==> config.mk <==
export PLATFORM = sky130hd
export DESIGN_NAME = dualsrc_fifo
export DESIGN_NICKNAME = d
export VERILOG_FILES = /design/src/rtl/dsf_pkg.sv /design/src/rtl/dsf_wsel.sv /design/src/rtl/dsf_store.sv /design/src/rtl/dsf_ctrl.sv /design/src/rtl/dualsrc_fifo.sv
export SDC_FILE = /design/constraint.sdc
export NUM_CORES = 1
export LEC_CHECK = 0
export BUFFER_PORTS_ARGS = -buffer_cell sky130_fd_sc_hd__buf_2
export CAP_MARGIN = 20
export CORE_ASPECT_RATIO = 0.75
export CORE_UTILIZATION = 55
export CTS_BUF_LIST = sky130_fd_sc_hd__clkbuf_2
export CTS_CLUSTER_DIAMETER = 150
export DETAILED_ROUTE_END_ITERATION = 10
export PLACE_DENSITY = 0.74
export SLEW_MARGIN = 0
export SYNTH_ARGS = -nofsm -noshare
export SYNTH_HDL_FRONTEND = slang
export SYNTH_HIERARCHICAL = 1
export SYNTH_SLANG_ARGS = --single-unit
==> constraint.sdc <==
create_clock -name clk -period 6.05 [get_ports clk]
set_input_delay 0.3025 -clock clk [delete_from_list [all_inputs] [get_ports clk]]
set_output_delay 0.3025 -clock clk [all_outputs]
set_load 0.02 [all_outputs]
==> src/rtl/dsf_pkg.sv <==
package dsf_pkg;

    // Occupancy class of the buffer
    typedef enum logic [1:0] {
        ST_EMPTY = 2'd0,
        ST_PART  = 2'd1,
        ST_FULL  = 2'd2
    } occ_state_t;

    // Names of the state transitions, exposed for observation
    typedef enum logic [2:0] {
        T_HOLD    = 3'd0,
        T_FIRST   = 3'd1,
        T_DRAIN   = 3'd2,
        T_TOPUP   = 3'd3,
        T_RELIEVE = 3'd4
    } occ_move_t;

endpackage

==> src/rtl/dsf_wsel.sv <==
module dsf_wsel #(
    parameter int DW = 32
) (
    input  logic          sel,
    input  logic [DW-1:0] src_a,
    input  logic [DW-1:0] src_b,
    output logic [DW-1:0] word
);

    // Only one source ever reaches the storage on a given push
    always_comb begin
        unique case (sel)
            1'b0:    word = src_a;
            1'b1:    word = src_b;
            default: word = src_a;
        endcase
    end

endmodule

==> src/rtl/dsf_store.sv <==
module dsf_store #(
    parameter int DW    = 32,
    parameter int DEPTH = 8,
    parameter int AW    = 3
) (
    input  logic          clk,
    input  logic          rst_n,
    input  logic          wr_en,
    input  logic [AW-1:0] wr_ptr,
    input  logic [DW-1:0] wr_word,
    input  logic          rd_en,
    input  logic [AW-1:0] rd_ptr,
    output logic [DW-1:0] rd_word
);

    logic [DW-1:0]    mem [DEPTH];
    logic [DEPTH-1:0] slot_we;
    logic [DW-1:0]    rd_word_q;

    // Per-slot write enable decode
    for (genvar g = 0; g < DEPTH; g++) begin : g_slot
        assign slot_we[g] = wr_en && (wr_ptr == AW'(g));
    end

    // Storage has no reset: contents are meaningless until written
    always_ff @(posedge clk) begin
        for (int i = 0; i < DEPTH; i++) begin
            if (slot_we[i]) begin
                mem[i] <= wr_word;
            end
        end
    end

    // Output register: changes only on an accepted pop.
    // The read samples the old contents, so a pop and a push to the
    // same slot in one cycle return the older word.
    always_ff @(posedge clk or negedge rst_n) begin
        if (!rst_n) begin
            rd_word_q <= '0;
        end else if (rd_en) begin
            rd_word_q <= mem[rd_ptr];
        end
    end

    assign rd_word = rd_word_q;

endmodule

==> src/rtl/dsf_ctrl.sv <==
module dsf_ctrl
    import dsf_pkg::*;
#(
    parameter int DEPTH = 8,
    parameter int AW    = 3,
    parameter int CW    = 4
) (
    input  logic          clk,
    input  logic          rst_n,
    input  logic          push_req,
    input  logic          pop_req,
    output logic          wr_en,
    output logic          rd_en,
    output logic [AW-1:0] wr_ptr,
    output logic [AW-1:0] rd_ptr,
    output logic [CW-1:0] occ,
    output occ_state_t    state,
    output occ_move_t     move,
    output logic          push_ack,
    output logic          pop_ack
);

    localparam logic [AW-1:0] PTR_LAST = AW'(DEPTH - 1);
    localparam logic [CW-1:0] OCC_FULL = CW'(DEPTH);
    localparam logic [CW-1:0] OCC_ONE  = CW'(1);
    localparam logic [CW-1:0] OCC_TOP  = CW'(DEPTH - 1);

    occ_state_t    state_q, state_d;
    occ_move_t     move_d;
    logic [AW-1:0] wr_ptr_q, rd_ptr_q;
    logic [CW-1:0] occ_q, occ_d;
    logic          push_ok, pop_ok;
    logic          push_ack_q, pop_ack_q;

    // Output process: acceptance decided by the current state
    always_comb begin
        pop_ok  = 1'b0;
        push_ok = 1'b0;
        unique case (state_q)
            ST_EMPTY: begin
                pop_ok  = 1'b0;
                push_ok = push_req;
            end
            ST_PART: begin
                pop_ok  = pop_req;
                push_ok = push_req;
            end
            ST_FULL: begin
                pop_ok  = pop_req;
                push_ok = push_req && pop_req;
            end
            default: begin
                pop_ok  = 1'b0;
                push_ok = 1'b0;
            end
        endcase
    end

    // Next-state and transition naming
    always_comb begin
        state_d = state_q;
        move_d  = T_HOLD;
        unique case (state_q)
            ST_EMPTY: begin
                if (push_ok) begin
                    state_d = (DEPTH == 1) ? ST_FULL : ST_PART;
                    move_d  = T_FIRST;
                end
            end
            ST_PART: begin
                if (push_ok && !pop_ok && (occ_q == OCC_TOP)) begin
                    state_d = ST_FULL;
                    move_d  = T_TOPUP;
                end else if (pop_ok && !push_ok && (occ_q == OCC_ONE)) begin
                    state_d = ST_EMPTY;
                    move_d  = T_DRAIN;
                end
            end
            ST_FULL: begin
                if (pop_ok && !push_ok) begin
                    state_d = (DEPTH == 1) ? ST_EMPTY : ST_PART;
                    move_d  = T_RELIEVE;
                end
            end
            default: begin
                state_d = ST_EMPTY;
                move_d  = T_HOLD;
            end
        endcase
    end

    // Occupancy bookkeeping
    always_comb begin
        occ_d = occ_q;
        unique case ({push_ok, pop_ok})
            2'b10:   occ_d = occ_q + OCC_ONE;
            2'b01:   occ_d = occ_q - OCC_ONE;
            default: occ_d = occ_q;
        endcase
    end

    // State register
    always_ff @(posedge clk or negedge rst_n) begin
        if (!rst_n) begin
            state_q <= ST_EMPTY;
        end else begin
            state_q <= state_d;
        end
    end

    // Pointers, counter and acknowledges
    always_ff @(posedge clk or negedge rst_n) begin
        if (!rst_n) begin
            wr_ptr_q   <= '0;
            rd_ptr_q   <= '0;
            occ_q      <= '0;
            push_ack_q <= 1'b0;
            pop_ack_q  <= 1'b0;
        end else begin
            occ_q      <= occ_d;
            push_ack_q <= push_ok;
            pop_ack_q  <= pop_ok;
            if (push_ok) begin
                wr_ptr_q <= (wr_ptr_q == PTR_LAST) ? '0 : wr_ptr_q + AW'(1);
            end
            if (pop_ok) begin
                rd_ptr_q <= (rd_ptr_q == PTR_LAST) ? '0 : rd_ptr_q + AW'(1);
            end
        end
    end

    assign wr_en    = push_ok;
    assign rd_en    = pop_ok;
    assign wr_ptr   = wr_ptr_q;
    assign rd_ptr   = rd_ptr_q;
    assign occ      = occ_q;
    assign state    = state_q;
    assign move     = move_d;
    assign push_ack = push_ack_q;
    assign pop_ack  = pop_ack_q;

endmodule

==> src/rtl/dualsrc_fifo.sv <==
module dualsrc_fifo
    import dsf_pkg::*;
#(
    parameter int DW    = 32,
    parameter int DEPTH = 8
) (
    input  logic          clk,
    input  logic          rst_n,
    input  logic          push_req,
    input  logic          pop_req,
    input  logic          src_sel,
    input  logic [DW-1:0] wdata_a,
    input  logic [DW-1:0] wdata_b,
    output logic          push_ack,
    output logic          pop_ack,
    output logic [DW-1:0] rdata
);

    localparam int AW = (DEPTH < 2) ? 1 : $clog2(DEPTH);
    localparam int CW = AW + 1;

    logic          wr_en, rd_en;
    logic [AW-1:0] wr_ptr, rd_ptr;
    logic [CW-1:0] occ;
    logic [DW-1:0] push_word;
    occ_state_t    state;
    occ_move_t     move;

    dsf_wsel #(.DW(DW)) u_wsel (
        .sel   (src_sel),
        .src_a (wdata_a),
        .src_b (wdata_b),
        .word  (push_word)
    );

    dsf_ctrl #(.DEPTH(DEPTH), .AW(AW), .CW(CW)) u_ctrl (
        .clk      (clk),
        .rst_n    (rst_n),
        .push_req (push_req),
        .pop_req  (pop_req),
        .wr_en    (wr_en),
        .rd_en    (rd_en),
        .wr_ptr   (wr_ptr),
        .rd_ptr   (rd_ptr),
        .occ      (occ),
        .state    (state),
        .move     (move),
        .push_ack (push_ack),
        .pop_ack  (pop_ack)
    );

    dsf_store #(.DW(DW), .DEPTH(DEPTH), .AW(AW)) u_store (
        .clk     (clk),
        .rst_n   (rst_n),
        .wr_en   (wr_en),
        .wr_ptr  (wr_ptr),
        .wr_word (push_word),
        .rd_en   (rd_en),
        .rd_ptr  (rd_ptr),
        .rd_word (rdata)
    );

endmodule

# ---- Word level (Yosys, flattened, before mapping)
# Memories as Yosys holds them, arrays and structs flattened. A register that Yosys moved wholly into a read port is not among the register bits.
# Cells that the tools add are included.
dict set report totals {
  ff_bits 14
  ram_bits 256
  input_bits 69
  out_inout_bits 34
  wordCells 106
  n_memories 1
}
# name depth word_bits read_ports rd_clocked_by_memory_dff wr line_no
set mem_list {}
lappend mem_list {u_store.mem 8 32 1 1 1 dsf_store.sv:16} ;# logic [DW-1:0] mem [DEPTH];
dict set report op_classes {
  addsub 4
  n_eq_ne 17
  mux 48
  bitwise_logic 1
  reduce_logical 29
}
# cell count
set ops {}
lappend ops {{32-bit two-way mux} 7}
lappend ops {{32-bit OR reduction} 7}
lappend ops {{32-bit case mux with 2 select lines} 1}
lappend ops {{3-bit two-way mux} 9}
lappend ops {{1-bit two-way mux} 24}
lappend ops {{3-bit == test (second input constant)} 5}
lappend ops {{1-bit logical AND} 13}
lappend ops {{2-bit two-way mux} 4}
lappend ops {{4-bit case mux with 2 select lines} 1}
lappend ops {{3-bit by 1-bit adder with 3-bit output (second input constant)} 2}
lappend ops {{3-bit by 2-bit == test with 1-bit output (second input constant)} 2}
lappend ops {{2-bit case mux with 3 select lines} 1}
lappend ops {{4-bit by 1-bit adder with 4-bit output (second input constant)} 1}
lappend ops {{2-bit by 1-bit == test with 1-bit output (second input constant)} 2}
lappend ops {{2-bit == test (second input constant)} 2}
lappend ops {{4-bit by 1-bit == test with 1-bit output (second input constant)} 1}
lappend ops {{4-bit by 3-bit == test with 1-bit output (second input constant)} 1}
lappend ops {{2-bit by 1-bit != test with 1-bit output (second input constant)} 2}
lappend ops {{2-bit OR reduction} 2}
lappend ops {{4-bit by 1-bit subtractor with 4-bit output (second input constant)} 1}
lappend ops {{3-bit by 1-bit == test with 1-bit output (second input constant)} 1}
lappend ops {{1-bit logical NOT} 3}
lappend ops {{3-bit logical NOT} 1}
lappend ops {{3-bit by 1-bit != test with 1-bit output (second input constant)} 1}
lappend ops {{5 further kinds} 5}

# ---- Longest topological paths before layout
dict set report depth {
  depth_word 14
  mapped_depth 10
  ltp_nobuf 10
}

# ---- Cells and area by module
# Netlist, hierarchy kept.
# mod instances cells_each area_each_um2 seq_area_each_um2
set by_module_without_submodules {}
lappend by_module_without_submodules {dsf_store 1 635 11257.0 8488.1}
lappend by_module_without_submodules {dsf_ctrl 1 75 835.8 350.3}
lappend by_module_without_submodules {dsf_wsel 1 36 544.3 0.0}

# ---- Least setup slack after synthesis
# No wires, ideal clock.
dict set report synth_path {
  path_kind {register to register}
  start {register u_ctrl.state_q[0], in the netlist u_ctrl/state[0]}
  end {memory u_store.mem[0][0], enable pin}
  setup_time_ns 0.461
  arrival_time_ns 3.627
  required_ns 5.589
  setup_slack_ns 1.962
  path_stages_with_launch 8
  n_path_buf 0
  synth_period_minus_slack_ns 4.088
  path_cell_list {dfrtp_1 > inv_1 > ha_1 > a21boi_1 > or3b_4 > inv_1 > nand2b_1 > nor3_1}
}
dict set report synth_via {
  word_cells_on_any_way 50
  classes_between {eq/ne (2); mux (31); reduce/logical (17)}
}
# item line_no
set synth_rtl {}
lappend synth_rtl {{start, declared} dsf_ctrl.sv:28} ;# occ_state_t state_q, state_d;
lappend synth_rtl {{start signal, assigned} dsf_ctrl.sv:107} ;# state_q <= state_d;
lappend synth_rtl {{2-bit by 1-bit == test with 1-bit output or 2-bit logical NOT (tied branches)} dsf_ctrl.sv:39} ;# unique case (state_q)
lappend synth_rtl {{2-bit OR reduction (no line)} --}
lappend synth_rtl {{1-bit case mux with 2 select lines (*)} dsf_ctrl.sv:39}
lappend synth_rtl {{named net wr_en} dualsrc_fifo.sv:22} ;# logic wr_en, rd_en;
lappend synth_rtl {{1-bit logical AND (*)} dsf_store.sv:22} ;# assign slot_we[g] = wr_en && (wr_ptr == AW'(g));
lappend synth_rtl {{named net u_store.slot_we[0]} dsf_store.sv:17} ;# logic [DEPTH-1:0] slot_we;
lappend synth_rtl {{1-bit two-way mux (*)} dsf_store.sv:28} ;# if (slot_we[i]) begin
lappend synth_rtl {{1-bit two-way mux (implied by the code) (*)} dsf_store.sv:29} ;# mem[i] <= wr_word;
lappend synth_rtl {{1-bit two-way mux (no line) (*) (7 in a row)} --}
lappend synth_rtl {{end, declared} dsf_store.sv:16}
# The timed path passes the listed nets; every way through them passes the cells marked *.

# ---- Final worst setup path
dict set report layout_path {
  start {register u_ctrl.state_q[0], in the netlist u_ctrl/state[0]}
  end {memory u_store.mem[4][26], enable pin}
}
dict set report layout_via {
  word_cells_on_any_way 50
  classes_between {eq/ne (2); mux (31); reduce/logical (17)}
}
# item line_no
set layout_rtl {}
lappend layout_rtl {{2-bit by 1-bit == test with 1-bit output or 2-bit logical NOT (tied branches)} dsf_ctrl.sv:39}
lappend layout_rtl {{2-bit OR reduction (no line)} --}
lappend layout_rtl {{1-bit case mux with 2 select lines (*)} dsf_ctrl.sv:39}
lappend layout_rtl {{named net wr_en} dualsrc_fifo.sv:22}
lappend layout_rtl {{1-bit logical AND (*)} dsf_store.sv:22}
lappend layout_rtl {{named net u_store.slot_we[4]} dsf_store.sv:17}
lappend layout_rtl {{1-bit two-way mux (*)} dsf_store.sv:28}
lappend layout_rtl {{1-bit two-way mux (implied by the code) (*)} dsf_store.sv:29}
lappend layout_rtl {{32-bit OR reduction (no line)} --}
lappend layout_rtl {{3-bit two-way mux (no line) or 1-bit two-way mux (tied branches) (4 in a row)} --}
# Marked as above.

==> summary.md <==
| Metric | Value |
|---|---|
| Outcome | `completed` |
| Top delay family on crit path | `simple AND/OR/NAND/NOR gates` |
| Hold/Removal Path Class | `input port to register` |
| Leading cell type in the layout, fill and taps excluded | `edfxtp_1` |
| HPWL after DPL | `14.0 mm` |
| PwrDens | `430 nW/um2` |
| Nets@finish | `1028` |
| Fin. Hold Viols | `0` |
| Critical Path RT | `6.49 ns` |
| CP dominant cell by count | `inv_1` |
| Worst path cell trace | `inv_1 -> ha_1 -> a21boi_1 -> or3b_4 -> inv_1 -> nand2b_1 -> nor2_4 -> buf_4` |
| Hold Slack | `0.0887 ns` |
| Final Critical Period | `2.93 ns` |
| Die height | `133 um` |
| Post-synth net total | `824` |
| Mapped cell area | `12600 um2` |
| Uppermost routed layer | `met4` |
| Final setup viols | `0` |
| Peak VDD IR | `228 uV` |
| Avg Vias per Cell | `5.63` |
| Global-route wire length before repair | `40.3 mm` |
| Worst setup margin | `3.12 ns` |
| R2R Setup Slk | `3.12 ns` |
| Worst path slowest cell | `nor2_4` |
| Worst-path clk slew | `0.10 ns` |
| Worst EP arrival | `3.37 ns` |
| Initial DRC count | `527` |
| Hold Path End | `u_ctrl/push_ack$_DFF_PN0_` |
| Worst R2R Start | `u_ctrl/state[0]$_DFFE_PN0P_` |
| Post-CTS Setup Repair Bufs | `0` |
| Crit path buffers/inverters | `3` |
| Met3 routed WL | `1.66 mm` |
| Pins Over Slew Limit | `0` |
| GPL Wtd Cong | `0.742` |
| Die X | `177 um` |
| Worst skew pair latency | `0.86 ns` |
| Startpoint Class | `register` |
| TritonRoute pass-1 iters | `5` |
| Hold_buf cts | `66` |
| R2r worst-path depth | `8` |
| Vias in the first global route | `7588` |
| Final Cycle Share | `0.485` |
| Ant. Diodes | `0` |
| Clk root buf | `clkbuf_2` |
| CORE AREA | `22300 um2` |
| DR WL/cell | `20.1 um` |
| Hold path depth | `3` |
| Area grow syn2layout | `15.9%` |
| Max Clock Freq | `0.341 GHz` |
| HP Start | `push_req` |
| Clk_skew | `0.0923 ns` |
| Layout cells sized above 1 | `0.287` |
| CTS tree | `done` |
| Number of max-cap violations | `0` |
| Met1 WL | `11.3 mm` |
| Final ANT Viol Nets | `0` |
| Fillcell total | `1589` |
| CTS Buf Count | `69` |
| Post-Place Worst Slack | `2.99 ns` |
| # DRC | `0` |
| Clock Path Buffers | `3` |
| Starting Density | `0.566` |
| Crit path capture type | `register` |
| Crit-path max FO | `19` |
| Yosys warnings | `6` |
| Setup TNS | `0 ns` |
| Congestion Overflow GR | `0` |
| RSZ-0062 raised after global routing | `no` |
| Crit path largest cell delay | `0.46 ns` |
| Leakage | `5.76 nW` |
| IO Count | `103` |
| Synth Instances | `742` |
| CTS sink cnt | `302` |
| Commonest non-fill, non-tap cells in the layout | `edfxtp_1, clkbuf_2, buf_2` |
| Vias | `7287` |
| FF-to-FF End | `u_store/mem[4][26]$_DFFE_PP_` |
| Global Route Usage Sum | `0.228` |
| Die Area | `23600 um2` |
| Initial antenna violation count | `0` |
| Num rows | `47` |
| Largest net degree at the start of global routing | `69` |
| Worst-margin pin slew | `1.03 ns` |
| IO Port Bufs | `102` |
| Total wire length | `26.0 mm` |
| Wire length on met2 | `12.6 mm` |
| Slew HR | `0.313` |
| PostCTS Resize Cnt | `0` |
| CP Class | `register to register` |
| H-tree depth | `3` |
| Avg Cell Area, Syn | `17.0 um2` |
## routing by layer
layer / GRT usage / up-vias
li1: - / 3353
met5: 0 / -
met2: 0.375 / 277
met1: 0.308 / 3617
met3: 0.0445 / 40
met4: 0.0738 / 0
## state kept, by name, indices dropped and copies added (netlist names)
| signal | count |
|---|---|
| u_store/mem | 256 |
| u_store/rd_word | 32 |
| u_ctrl/occ | 4 |
| u_ctrl/rd_ptr | 3 |
| u_ctrl/wr_ptr | 3 |
| u_ctrl/state | 2 |
| u_ctrl/pop_ack | 1 |
| u_ctrl/push_ack | 1 |
## power by group
part / internal, W / switching [W] / leakage [nW]
clock network: 0.000569 / 0.000772 / 0.506
registers: 0.00269 / 0.000306 / 2.88
logic: 0.000807 / 0.00115 / 2.37
## worst reg2reg max path: stages, from the launching register on
cell and delay [ns]:
dfrtp_1 0.41, inv_1 0.12, ha_1 0.20, a21boi_1 0.08
or3b_4 0.39, inv_1 0.25, nand2b_1 0.29, nor2_4 0.46
buf_4 0.40
## per-stage QoR
step | instances | cell area (um2) | utilization | power (W)
3_3_place_gp | 1101 | 13200 | 0.594 | 0.00485
4_1_cts | 1292 | 14600 | 0.654 | 0.00631
3_5_place_dp | 1101 | 13200 | 0.594 | 0.00494
6_report | 1294 | 14600 | 0.656 | 0.00629
2_1_floorplan | 742 | 12600 | - | 0.00445
5_1_grt | 1294 | 14600 | 0.656 | 0.00662
## worst max path at each step
| stage | from | to | slack, ns | depth (start not counted) |
|---|---|---|---|---|
| final | u_ctrl/state[0]$_DFFE_PN0P_ | u_store/mem[4][26]$_DFFE_PP_ | 3.12 | 8 |
| after global routing | u_ctrl/state[0]$_DFFE_PN0P_ | u_store/mem[4][26]$_DFFE_PP_ | 2.94 | 8 |
| after CTS | u_ctrl/state[0]$_DFFE_PN0P_ | u_store/mem[6][26]$_DFFE_PP_ | 2.95 | 7 |
| after detailed placement | u_ctrl/state[0]$_DFFE_PN0P_ | u_store/mem[6][8]$_DFFE_PP_ | 2.99 | 7 |
| after global placement | u_ctrl/state[0]$_DFFE_PN0P_ | u_store/mem[6][4]$_DFFE_PP_ | 3.14 | 7 |
| after floorplan | u_ctrl/state[0]$_DFFE_PN0P_ | u_store/mem[0][0]$_DFFE_PP_ | 2.01 | 7 |
## area by class of cell
| class | instances | area (um2) | area share |
|---|---|---|---|
| clock inverters | 13 | 113 | 0.00770 |
| well taps | 294 | 368 | 0.0251 |
| inverters | 7 | 26.3 | 0.00180 |
| flip-flops and latches | 302 | 8840 | 0.605 |
| clock buffers | 112 | 561 | 0.0383 |
| repair buffers | 181 | 1300 | 0.0889 |
| multi-input cells | 385 | 3420 | 0.234 |
Note: power is estimated with default switching activity, not from simulation.
